**src/rtl/snap_pkg.sv**
```systemverilog
package snap_pkg;
  localparam int WORD_W = 32;
  localparam int BIT_IW = $clog2(WORD_W);

  typedef enum logic [2:0] {
    ST_IDLE,
    ST_FETCH,
    ST_LOAD,
    ST_SHIFT,
    ST_STORE
  } snap_state_e;

  // Register index taken from reg_addr[4:2].
  localparam logic [2:0] IDX_CTRL = 3'd0;
  localparam logic [2:0] IDX_STAT = 3'd1;
  localparam logic [2:0] IDX_SRC  = 3'd2;
  localparam logic [2:0] IDX_DST  = 3'd3;
  localparam logic [2:0] IDX_LEN  = 3'd4;
endpackage

```
**src/rtl/snap_regs.sv**
```systemverilog
module snap_regs
  import snap_pkg::*;
#(
  parameter int AW = 10,
  parameter int LW = 16
) (
  input  logic          clk,
  input  logic          rst_n,
  input  logic          reg_we,
  input  logic [4:0]    reg_addr,
  input  logic [31:0]   reg_wdata,
  output logic [31:0]   reg_rdata,
  input  logic          busy,
  input  logic          finish,
  output logic          go,
  output logic [AW-1:0] src_q,
  output logic [AW-1:0] dst_q,
  output logic [LW-1:0] len_q,
  output logic          done
);
  logic [2:0] idx;
  assign idx = reg_addr[4:2];
  assign go  = reg_we && (idx == IDX_CTRL) && reg_wdata[0];

  always_ff @(posedge clk or negedge rst_n) begin
    if (!rst_n) begin
      src_q <= '0;
      dst_q <= '0;
      len_q <= '0;
      done  <= 1'b0;
    end else begin
      if (reg_we && idx == IDX_SRC) src_q <= reg_wdata[AW-1:0];
      if (reg_we && idx == IDX_DST) dst_q <= reg_wdata[AW-1:0];
      if (reg_we && idx == IDX_LEN) len_q <= reg_wdata[LW-1:0];
      if (finish) done <= 1'b1;
      else if (reg_we && idx == IDX_STAT && reg_wdata[1]) done <= 1'b0;
    end
  end

  always_comb begin
    reg_rdata = '0;
    case (idx)
      IDX_STAT: reg_rdata[1:0] = {done, busy};
      IDX_SRC:  reg_rdata[AW-1:0] = src_q;
      IDX_DST:  reg_rdata[AW-1:0] = dst_q;
      IDX_LEN:  reg_rdata[LW-1:0] = len_q;
      default:  reg_rdata = '0;
    endcase
  end
endmodule

```
**src/rtl/snap_seq.sv**
```systemverilog
module snap_seq
  import snap_pkg::*;
#(
  parameter int AW = 10,
  parameter int LW = 16
) (
  input  logic              clk,
  input  logic              rst_n,
  input  logic              go,
  input  logic [AW-1:0]     src,
  input  logic [AW-1:0]     dst,
  input  logic [LW-1:0]     len,
  output logic              busy,
  output logic              finish,
  output logic              rd_en,
  output logic [AW-1:0]     rd_addr,
  output logic              wr_en,
  output logic [AW-1:0]     wr_addr,
  output logic              load,
  output logic              shift,
  output logic [BIT_IW-1:0] bit_idx
);
  snap_state_e st;
  logic [AW-1:0] src_b, dst_b, word_idx;
  logic [LW-1:0] remain;

  assign busy    = (st != ST_IDLE);
  assign rd_en   = (st == ST_FETCH);
  assign load    = (st == ST_LOAD);
  assign shift   = (st == ST_SHIFT);
  assign wr_en   = (st == ST_STORE);
  assign rd_addr = src_b + word_idx;
  assign wr_addr = dst_b + word_idx;
  assign finish  = (st == ST_STORE && remain == '0) ||
                   (st == ST_IDLE && go && len == '0);

  always_ff @(posedge clk or negedge rst_n) begin
    if (!rst_n) begin
      st       <= ST_IDLE;
      src_b    <= '0;
      dst_b    <= '0;
      word_idx <= '0;
      remain   <= '0;
      bit_idx  <= '0;
    end else begin
      case (st)
        ST_IDLE: if (go && len != '0) begin
          src_b    <= src;
          dst_b    <= dst;
          remain   <= len;
          word_idx <= '0;
          st       <= ST_FETCH;
        end
        ST_FETCH: st <= ST_LOAD;
        ST_LOAD: begin
          bit_idx <= '0;
          st      <= ST_SHIFT;
        end
        ST_SHIFT: begin
          bit_idx <= bit_idx + 1'b1;
          remain  <= remain - 1'b1;
          if (remain == LW'(1) || bit_idx == BIT_IW'(WORD_W - 1)) st <= ST_STORE;
        end
        ST_STORE: begin
          word_idx <= word_idx + 1'b1;
          st       <= (remain == '0) ? ST_IDLE : ST_FETCH;
        end
        default: st <= ST_IDLE;
      endcase
    end
  end
endmodule

```
**src/rtl/snap_pack.sv**
```systemverilog
module snap_pack
  import snap_pkg::*;
(
  input  logic              clk,
  input  logic              rst_n,
  input  logic              load,
  input  logic [WORD_W-1:0] rd_data,
  input  logic              shift,
  input  logic [BIT_IW-1:0] bit_idx,
  input  logic              dout,
  output logic              din,
  output logic [WORD_W-1:0] wr_data
);
  logic [WORD_W-1:0] in_buf, out_buf;

  assign din     = shift & in_buf[bit_idx];
  assign wr_data = out_buf;

  always_ff @(posedge clk or negedge rst_n) begin
    if (!rst_n) begin
      in_buf  <= '0;
      out_buf <= '0;
    end else if (load) begin
      in_buf  <= rd_data;
      out_buf <= '0;
    end else if (shift) begin
      out_buf[bit_idx] <= dout;
    end
  end
endmodule

```
**src/rtl/scan_snap_ctrl.sv**
```systemverilog
module scan_snap_ctrl
  import snap_pkg::*;
#(
  parameter int AW = 10,
  parameter int LW = 16
) (
  input  logic          clk,
  input  logic          rst_n,
  input  logic          reg_we,
  input  logic [4:0]    reg_addr,
  input  logic [31:0]   reg_wdata,
  output logic [31:0]   reg_rdata,
  output logic          busy,
  output logic          done,
  output logic          sram_rd_en,
  output logic [AW-1:0] sram_rd_addr,
  input  logic [31:0]   sram_rd_data,
  output logic          sram_wr_en,
  output logic [AW-1:0] sram_wr_addr,
  output logic [31:0]   sram_wr_data,
  output logic          chain_shift,
  output logic          chain_din,
  input  logic          chain_dout,
  output logic          periph_run
);
  logic go, finish, load;
  logic [AW-1:0] src_q, dst_q;
  logic [LW-1:0] len_q;
  logic [BIT_IW-1:0] bit_idx;

  assign periph_run = !busy;

  snap_regs #(.AW(AW), .LW(LW)) u_regs (
    .clk(clk), .rst_n(rst_n), .reg_we(reg_we), .reg_addr(reg_addr),
    .reg_wdata(reg_wdata), .reg_rdata(reg_rdata), .busy(busy),
    .finish(finish), .go(go), .src_q(src_q), .dst_q(dst_q),
    .len_q(len_q), .done(done)
  );

  snap_seq #(.AW(AW), .LW(LW)) u_seq (
    .clk(clk), .rst_n(rst_n), .go(go), .src(src_q), .dst(dst_q),
    .len(len_q), .busy(busy), .finish(finish), .rd_en(sram_rd_en),
    .rd_addr(sram_rd_addr), .wr_en(sram_wr_en), .wr_addr(sram_wr_addr),
    .load(load), .shift(chain_shift), .bit_idx(bit_idx)
  );

  snap_pack u_pack (
    .clk(clk), .rst_n(rst_n), .load(load), .rd_data(sram_rd_data),
    .shift(chain_shift), .bit_idx(bit_idx), .dout(chain_dout),
    .din(chain_din), .wr_data(sram_wr_data)
  );
endmodule

```
**config.mk**
```make
export PLATFORM = sky130hd
export DESIGN_NAME = scan_snap_ctrl
export DESIGN_NICKNAME = d
export VERILOG_FILES = /design/src/rtl/snap_pkg.sv /design/src/rtl/snap_regs.sv /design/src/rtl/snap_seq.sv /design/src/rtl/snap_pack.sv /design/src/rtl/scan_snap_ctrl.sv
export SDC_FILE = /design/constraint.sdc
export NUM_CORES = 1
export LEC_CHECK = 0
export ABC_AREA = 1
export ABC_CLOCK_PERIOD_IN_PS = 1900
export BUFFER_PORTS_ARGS = -buffer_cell sky130_fd_sc_hd__buf_2
export CORE_ASPECT_RATIO = 1.75
export CORE_MARGIN = 2
export CORE_UTILIZATION = 30
export CTS_CLUSTER_SIZE = 12
export DETAILED_ROUTE_END_ITERATION = 6
export PLACE_DENSITY = 0.56
export SETUP_SLACK_MARGIN = 0.2
export SLEW_MARGIN = 20
export SYNTH_ARGS = -nofsm -noshare
export SYNTH_HDL_FRONTEND = slang
export SYNTH_SLANG_ARGS = --single-unit
export TNS_END_PERCENT = 1
```
**constraint.sdc**
```tcl
create_clock -name clk -period 1.9 [get_ports clk]
set_input_delay 0.095 -clock clk [delete_from_list [all_inputs] [get_ports clk]]
set_output_delay 0.095 -clock clk [all_outputs]
set_load 0.05 [all_outputs]
```
## After elaboration in Yosys (flattened, before gate mapping)

Cells that the tools add are included.

| storage, ports and cells | value |
|---|---|
| word-level logic and storage cells | 82 |
| register bits | 155 |
| output and inout port bits | 91 |
| input port bits | 73 |

| operators by class | value |
|---|---|
| eq/ne operators | 12 |
| reductions and logical operators | 29 |
| multiplexer cells | 21 |
| $add $sub $neg | 5 |
| order comparisons | 2 |
| bitwise operators | 1 |

Operators by type and width:

| operator | number |
|---|---|
| 32-bit two-way mux | 2 |
| 32-bit bitwise mux | 1 |
| 16-bit logical NOT | 2 |
| 16-bit one-hot mux with 2 select lines | 1 |
| 8-bit one-hot mux with 3 select lines | 1 |
| 10-bit adder | 2 |
| 10-bit one-hot mux with 2 select lines | 1 |
| 16-bit by 1-bit equality test with 1-bit output, second input constant | 1 |
| 16-bit two-way mux | 1 |
| 16-bit nonzero test | 1 |
| 16-bit by 1-bit subtractor with 16-bit output, second input constant | 1 |
| 3-bit one-hot mux with 5 select lines | 1 |
| 3-bit by 2-bit equality test with 1-bit output, second input constant | 4 |
| 1-bit logical AND | 12 |
| 10-bit by 1-bit adder with 10-bit output, second input constant | 1 |
| 10-bit two-way mux | 1 |
| 5-bit one-hot mux with 2 select lines | 1 |
| 2-bit one-hot mux with 4 select lines | 1 |
| 2-bit AND reduction | 4 |
| 2-bit nonzero test | 4 |
| 3-bit by 1-bit equality test with 1-bit output, second input constant | 2 |
| 3-bit equality test, second input constant | 2 |
| 3-bit logical NOT | 2 |
| 5-bit by 6-bit less-than comparator with 1-bit output, second input constant | 1 |
| 13 further kinds | 20 |

## Depth between registers and ports, before layout

Gate-level depths: netlist of run 1.

| logic depth | value |
|---|---|
| word-level depth | 7 |
| gate-level depth with buffers | 10 |
| gate-level depth less buffers | 9 |

## By module

A second synthesis of run 1 with hierarchy kept.

| unflattened totals | value |
|---|---|
| cells, all modules | 1,182 |
| area total of the unflattened synthesis | 8,775.9 sq um |

Modules (own cells, without submodules):

| module | instances | sequential area each (sq um) | cells an instance | area each (sq um) |
|---|---|---|---|---|
| snap_seq | 1 | 1,351.3 | 531 | 3,791.1 |
| snap_pack | 1 | 1,601.5 | 397 | 3,059.2 |
| snap_regs | 1 | 925.9 | 253 | 1,921.8 |
| scan_snap_ctrl | 1 | 0.0 | 1 | 3.8 |

## Least setup slack after synthesis of run 1

No wires, ideal clock.

| timing path | value |
|---|---|
| path type | reg-to-output |
| start | reg u_seq.word_idx[0] |
| end | out sram_rd_addr[6] |
| required time | 1,805 ps |
| slack | -479 ps |
| cell stages (with the launch flop) | 8 |
| path buffers | 0 |
| data arrival time | 2,284 ps |
| path through | dfrtp_1 ha_1 inv_1 fa_1 o21ai_0 nand3_1 nand2_1 xor2_1 |

| between the ends | value |
|---|---|
| longest elaborated chain between the ends | 1 |

RTL lines:

| what | line | source |
|---|---|---|
| start, declared | snap_seq.sv:24 | `logic [AW-1:0] src_b, dst_b, word_idx;` |
| start signal, assigned | snap_seq.sv:65 | `word_idx <= word_idx + 1'b1;` |
| 10-bit adder | snap_seq.sv:32 | `assign rd_addr = src_b + word_idx;` |
| end, declared | scan_snap_ctrl.sv:16 | `output logic [AW-1:0] sram_rd_addr,` |

No other way between the ends.

## Worst setup path in the final report of run 1

Same ends and word-level chain as after synthesis.

==> flow_metrics.tcl, run 1 <==
set metrics [dict create \
    via_per_inst 4.53 \
    design_power_total_uw 8060 \
    criticalPathCategory "reg2out" \
    crit_fanout 3 \
    rsz0062_at_grt "true" \
    clk_latency_ns 0.44 \
    die_width_um 132 \
    max_slew.worst_pin.slew_ns 0.640 \
    nets 1467 \
    grt_first_pass_wirelength_mm 40.9 \
    layout_min_cycle_time_ns 2.22 \
    power_leakage_uw 0.00615 \
    fillCellCount 2935 \
    p_clk_share_pct 43.3 \
    power_density_nw_per_um2 691 \
    p_sw_share_pct 28.1 \
    synth_edf_count 0 \
    syn2layout_area_growth_pct 35.4 \
    drc_errors 0 \
    fp.dieH_um 228 \
    setup_viol_count_final 17 \
    yosysUniqueCellTypes 41 \
    min_path_type "in2reg" \
    seqCellArea_um2 3880 \
    fin_ws_ns -0.320 \
    ir_drop_v 0.000606 \
    r2r_cells 8 \
    pwr-share-comb_pct 11.8 \
    clock_path_buffers 2 \
    synthCells 1144 \
    critPathCaptureType "output port" \
    rows 82 \
    p_seq_share_pct 44.9 \
    status "finished with violations" \
    layout-drive-gt1-share_pct 23.4 \
    die_area_um2 30100 \
    drtAntennaViolNets 0 \
    gp_congestion 0.886 \
    routedWlPerCell_um 14.4 \
    hold_depth 3 \
    numPortBuffers 129 \
    dp_slack_ns -0.0458 \
    finalClockSkew_ns 0.00829 \
    numCtsBuffers 17 \
    antenna_found_initial 0 \
    multi_input_area_um2 4250 \
    start_util_pct 30.3 \
    cts_tree "done" \
    h-tree-depth 4 \
    fin_crit_sh_pct 117 \
    violations "setup timing" \
    max_freq_mhz 450 \
    grt_pass1_vias 8072 \
    syn_area_per_cell_um2 7.53 \
    cp_data_required_time_ns 1.80 \
    cp-start-kind "register" \
    p_int_uw 5800 \
    drt-total-wl_mm 25.2 \
    cts.sinks 155 \
    slew_headroom_pct 57.2 \
    drtIter0Drc 332 \
    switchingPower_uw 2260 \
    yosys_warnings 0 \
    hold_ws_ns 0.0300 \
    synth-main-ff-cell "dfrtp_1" \
    globalRouteOverflowTotal 0 \
    fp.coreArea_um2 28400 \
    syn_area_um2 8610 \
    grt.total_usage_pct 17.3 \
    grt_max_degree 60 \
    num_vias 7951 \
    ys_seq_area_share_pct 45.0 \
    timing.setup.tns_ns -3.51 \
    clk_pin_slew_worst_paths_ns 0.07 \
    finalInstanceArea_um2 11700 \
    worstPathArrival_ns 2.13 \
    maxCapViolations 0 \
    dr.pass1.iters 5 \
    dp_hpwl_mm 19.0 \
    diodes 0 \
    drv_slew 0 \
    clock-root-buffer "clkbuf_16" \
    hold_viol_final 0 \
    synth-seq-cells 155 \
    synth_async_sr_flop_share_pct 100 \
    placed_area_um2 10200 \
    ios 164 \
]
==> Yosys cell counts (3+ instances only) <==
cell / count / area, µm²
clkbuf_1: 5 / 18.8
buf_4: 20 / 150
nand3_1: 72 / 360
nand3b_1: 3 / 22.5
nand2_2: 4 / 25.0
ha_1: 26 / 325
buf_6: 6 / 67.6
o21ai_2: 5 / 43.8
nand4_1: 7 / 43.8
xor2_1: 13 / 114
xnor2_1: 6 / 52.6
a21oi_1: 31 / 155
nor2_2: 3 / 18.8
dfrtp_1: 155 / 3880
inv_2: 9 / 33.8
nor3_1: 11 / 55.1
o21ai_0: 74 / 370
nand2_4: 3 / 33.8
a31oi_1: 3 / 18.8
nand2_1: 367 / 1380
nor2_1: 74 / 278
buf_2: 20 / 100
a21o_1: 7 / 52.6
o21ai_1: 40 / 200
inv_1: 152 / 571
o221ai_1: 8 / 70.1
==> placed cells by master (no fill, tap or decap), types with 7 or more instances in the layout <==
| master | instances |
|---|---|
| dlygate4sd3_1 | 49 |
| o21ai_1 | 43 |
| clkbuf_16 | 17 |
| conb_1 | 16 |
| inv_1 | 143 |
| nor2_1 | 69 |
| ha_4 | 9 |
| buf_4 | 60 |
| ha_1 | 14 |
| a21o_1 | 7 |
| o21ai_0 | 67 |
| o221ai_1 | 8 |
| dfrtp_1 | 150 |
| buf_2 | 104 |
| nand3_1 | 69 |
| nand2_1 | 362 |
| nand4_1 | 7 |
| nand2_2 | 8 |
| inv_2 | 16 |
| a21oi_1 | 26 |
| o21ai_2 | 8 |
| buf_6 | 18 |
==> final timing paths <==
path	from	to	slack, ns
worst max-delay path	u_seq.word_idx[0]$_DFFE_PN0P_	sram_rd_addr[6]	-0.32
worst min-delay path	reg_wdata[8]	u_regs.len_q[8]$_DFFE_PN0P_	0.03
worst max register to register	u_seq.bit_idx[1]$_DFFE_PN0P_	u_pack.wr_data[8]$_DFFE_PN0P_	0.31
worst min register to register	u_pack.in_buf[24]$_DFFE_PN0N_	u_pack.in_buf[24]$_DFFE_PN0N_	0.48
max in group asynchronous	rst_n	u_seq.word_idx[8]$_DFFE_PN0P_	1.13
min in group asynchronous	rst_n	u_pack.wr_data[19]$_DFFE_PN0P_	0.14
==> per-stage QoR <==
step	util (%)	std cells
after floorplan	-	1159
after global placement	35.7	1675
after detailed placement	35.7	1675
after CTS	40.4	1756
after global routing	41.0	1757
final	41.0	1757
==> worst max-delay path, stage by stage (launching register included) <==
cell and delay [ns]:
dfrtp_1 0.38, ha_2 0.20, inv_2 0.05, fa_2 0.35
o21ai_2 0.18, nand3_1 0.11, nand2_2 0.11, xor2_4 0.15
buf_6 0.17
==> power groups by stage <==
stage               logic, µW  registers (µW)  clock network (µW)
global route             1040            3650                3710
global placement          856            3680                   0
finish                    948            3620                3490
CTS                       958            3620                3580
detailed placement        868            3680                   0
floorplan                 500            3700                   0
==> repair_timing <==
item	4_1_cts	5_1_grt
pin swaps	8	12
resized for setup	71	39
endpoints found under the setup margin	38	77
buffers inserted	0	1
hold endpoints to repair	207	0
hold buffers	49	0
==> layer usage <==
metal | vias to the layer above | track usage (%) | routed length (µm)
li1 | 4009 | - | -
met1 | 3722 | 18.0 | 9640
met2 | 172 | 32.8 | 13800
met3 | 48 | 2.53 | 786
met4 | 0 | 9.48 | 1010
met5 | - | 0 | 0
==> area by class of cell <==
class,instances,area share [%]
clock buffers,18,3.77
clock inverters,14,1.36
inverters,163,5.36
multi-input cells,789,36.4
flip-flops and latches,155,33.3
well taps,378,4.06
repair buffers,240,15.7
==> cell families after synthesis <==
| group | count (synthesis) | synth area share [%] |
|---|---|---|
| flip-flops | 155 | 45.0 |
| other | 1 | 0.0436 |
| AO/OA/AOI/OAI | 177 | 11.4 |
| adder cells (fa/ha/maj) | 28 | 4.24 |
| buffers and inverters | 215 | 11.1 |
| AND/OR/NAND/NOR | 549 | 26.2 |
| XOR/XNOR | 19 | 1.93 |
==> registers in the layout, indices dropped and copies added, names as in the netlist <==
name and count:
u_seq.dst_b 10, u_pack.wr_data 32, u_seq.bit_idx 5, u_regs.done 1
u_regs.len_q 16, u_regs.src_q 10, u_seq.remain 16, u_seq.st 3
u_seq.word_idx 10, u_seq.src_b 10, u_regs.dst_q 10, u_pack.in_buf 32
Power figures use the tool's default switching activity.
==> run 2: changes to the inputs <==
--- a/config.mk
+++ b/config.mk
@@ -14,6 +14,7 @@
 export CTS_CLUSTER_SIZE = 12
 export DETAILED_ROUTE_END_ITERATION = 6
 export PLACE_DENSITY = 0.56
+export REMOVE_ABC_BUFFERS = 1
 export SETUP_SLACK_MARGIN = 0.2
 export SLEW_MARGIN = 20
 export SYNTH_ARGS = -nofsm -noshare
==> flow_metrics.tcl, run 2 (synthesis gave the netlist of run 1 again) <==
set metrics [dict create \
    grt_first_pass_wirelength_mm 41.2 \
    power_leakage_uw 0.00614 \
    setup_viol_count_final 17 \
    clock-root-buffer "clkbuf_16" \
    grt_max_degree 60 \
    design_power_total_uw 8380 \
    clk_pin_slew_worst_paths_ns 0.07 \
    via_per_inst 4.51 \
    fin_crit_sh_pct 120 \
    ios 164 \
    layout_min_cycle_time_ns 2.27 \
    critPathCaptureType "output port" \
    fin_ws_ns -0.374 \
    pwr-share-comb_pct 11.0 \
    cts_tree "done" \
    grt_pass1_vias 8113 \
    drt-total-wl_mm 25.4 \
    routedWlPerCell_um 14.5 \
    start_util_pct 30.3 \
    h-tree-depth 4 \
    switchingPower_uw 2160 \
    ir_drop_v 0.000814 \
    numCtsBuffers 17 \
    globalRouteOverflowTotal 0 \
    rsz0062_at_grt "true" \
    nets 1462 \
    maxCapViolations 0 \
    fp.coreArea_um2 28400 \
    dp_hpwl_mm 19.0 \
    p_int_uw 6220 \
    power_density_nw_per_um2 723 \
    postLayoutCoreUtil_pct 40.8 \
    drtAntennaViolNets 0 \
    fillCellCount 2952 \
    cp_data_required_time_ns 1.80 \
    gp_congestion 0.883 \
    min_path_type "in2reg" \
    clk_latency_ns 0.44 \
    placedCellCount 1670 \
    antenna_found_initial 0 \
    die_width_um 132 \
    crit_fanout 3 \
    p_sw_share_pct 25.8 \
    numPortBuffers 129 \
    timing.setup.tns_ns -3.96 \
    dp_slack_ns -0.114 \
    rows 82 \
    clock_path_buffers 2 \
    worstPathArrival_ns 2.18 \
    layout-drive-gt1-share_pct 24.4 \
    violations "setup timing" \
    max_freq_mhz 440 \
    final_cells 1752 \
    final_common_cell "nand2_1" \
    drtIter0Drc 337 \
    num_vias 7894 \
    criticalPathCategory "reg2out" \
    finalClockSkew_ns 0.0104 \
    dr.pass1.iters 4 \
    diodes 0 \
    die_area_um2 30100 \
    drc_errors 0 \
    cts.sinks 155 \
    hold_viol_final 0 \
    final_cell_mix "337 x nand2_1, 151 x dfrtp_1, 141 x inv_1" \
    syn2layout_area_growth_pct 34.7 \
    drv_slew 0 \
    grt.total_usage_pct 17.4 \
    p_clk_share_pct 45.9 \
    cp-start-kind "register" \
    status "finished with violations" \
    fp.dieH_um 228 \
    p_seq_share_pct 43.1 \
]
-- run 2: critical path, cell delays in order, from the launching register on --
cell     delay, ns
dfrtp_1       0.39
ha_2          0.21
inv_2         0.04
fa_2          0.34
o21ai_2       0.13
buf_6         0.13
nand3_2       0.05
nand2_1       0.06
xor2_1        0.16
buf_4         0.22
-- run 2: layer usage --
metal	wire, µm	vias up	global-route usage, %	part of all wire, %
met1	9380	3667	17.6	37
met3	921	53	3.36	3.6
li1	-	4007	-	-
met5	0	-	0	0
met2	14200	167	33.9	56
met4	935	0	7.64	3.7
-- run 2: power by group through the flow --
stage / clock network [µW] / logic (µW) / registers (µW)
after floorplan: 0 / 464 / 3700
after global placement: 0 / 822 / 3670
after detailed placement: 0 / 833 / 3670
after CTS: 3940 / 926 / 3610
after global routing: 4070 / 1020 / 3640
final: 3850 / 920 / 3620
-- run 2: layout make-up --
type                    instances  area [µm²]  area share [%]
flip-flops and latches        155        3880            33.5
multi-input cells             789        4200            36.2
clock buffers                  21         470            4.06
repair buffers                235        1750            15.1
well taps                     378         473            4.08
clock inverters                11         190            1.64
inverters                     163         629            5.43
-- run 2: per-stage QoR --
stage	instance area, µm²	hold WS, ns
after global routing	11600	0.0180
after CTS	11400	0.00255
after global placement	9920	0.0102
after floorplan	8330	-0.201
final	11600	0.0147
after detailed placement	9920	0.0143
-- run 2: timing repair --
item                                   in CTS  in global routing
buffers inserted                            0                  1
resized for setup                          96                 66
hold buffers                               49                  0
setup endpoints to repair                  77                 83
endpoints found under the hold margin     191                  0
pin swaps                                  29                 42
gates cloned                                0                  0
-- run 2: worst paths after layout --
check / from / end / slack (ns) / depth (start not counted)
max: u_seq.word_idx[0]$_DFFE_PN0P_ / sram_wr_addr[6] / -0.37 / 9
min reg2reg: u_pack.in_buf[30]$_DFFE_PN0N_ / u_pack.in_buf[30]$_DFFE_PN0N_ / 0.47 / 2
max reg2reg: u_regs.len_q[13]$_DFFE_PN0P_ / u_seq.word_idx[0]$_DFFE_PN0P_ / 0.10 / 8
min: reg_wdata[2] / u_regs.len_q[2]$_DFFE_PN0P_ / 0.01 / 3
max in group asynchronous: rst_n / u_pack.in_buf[23]$_DFFE_PN0N_ / 1.04 / 3
min in group asynchronous: rst_n / u_pack.wr_data[2]$_DFFE_PN0P_ / 0.11 / 2
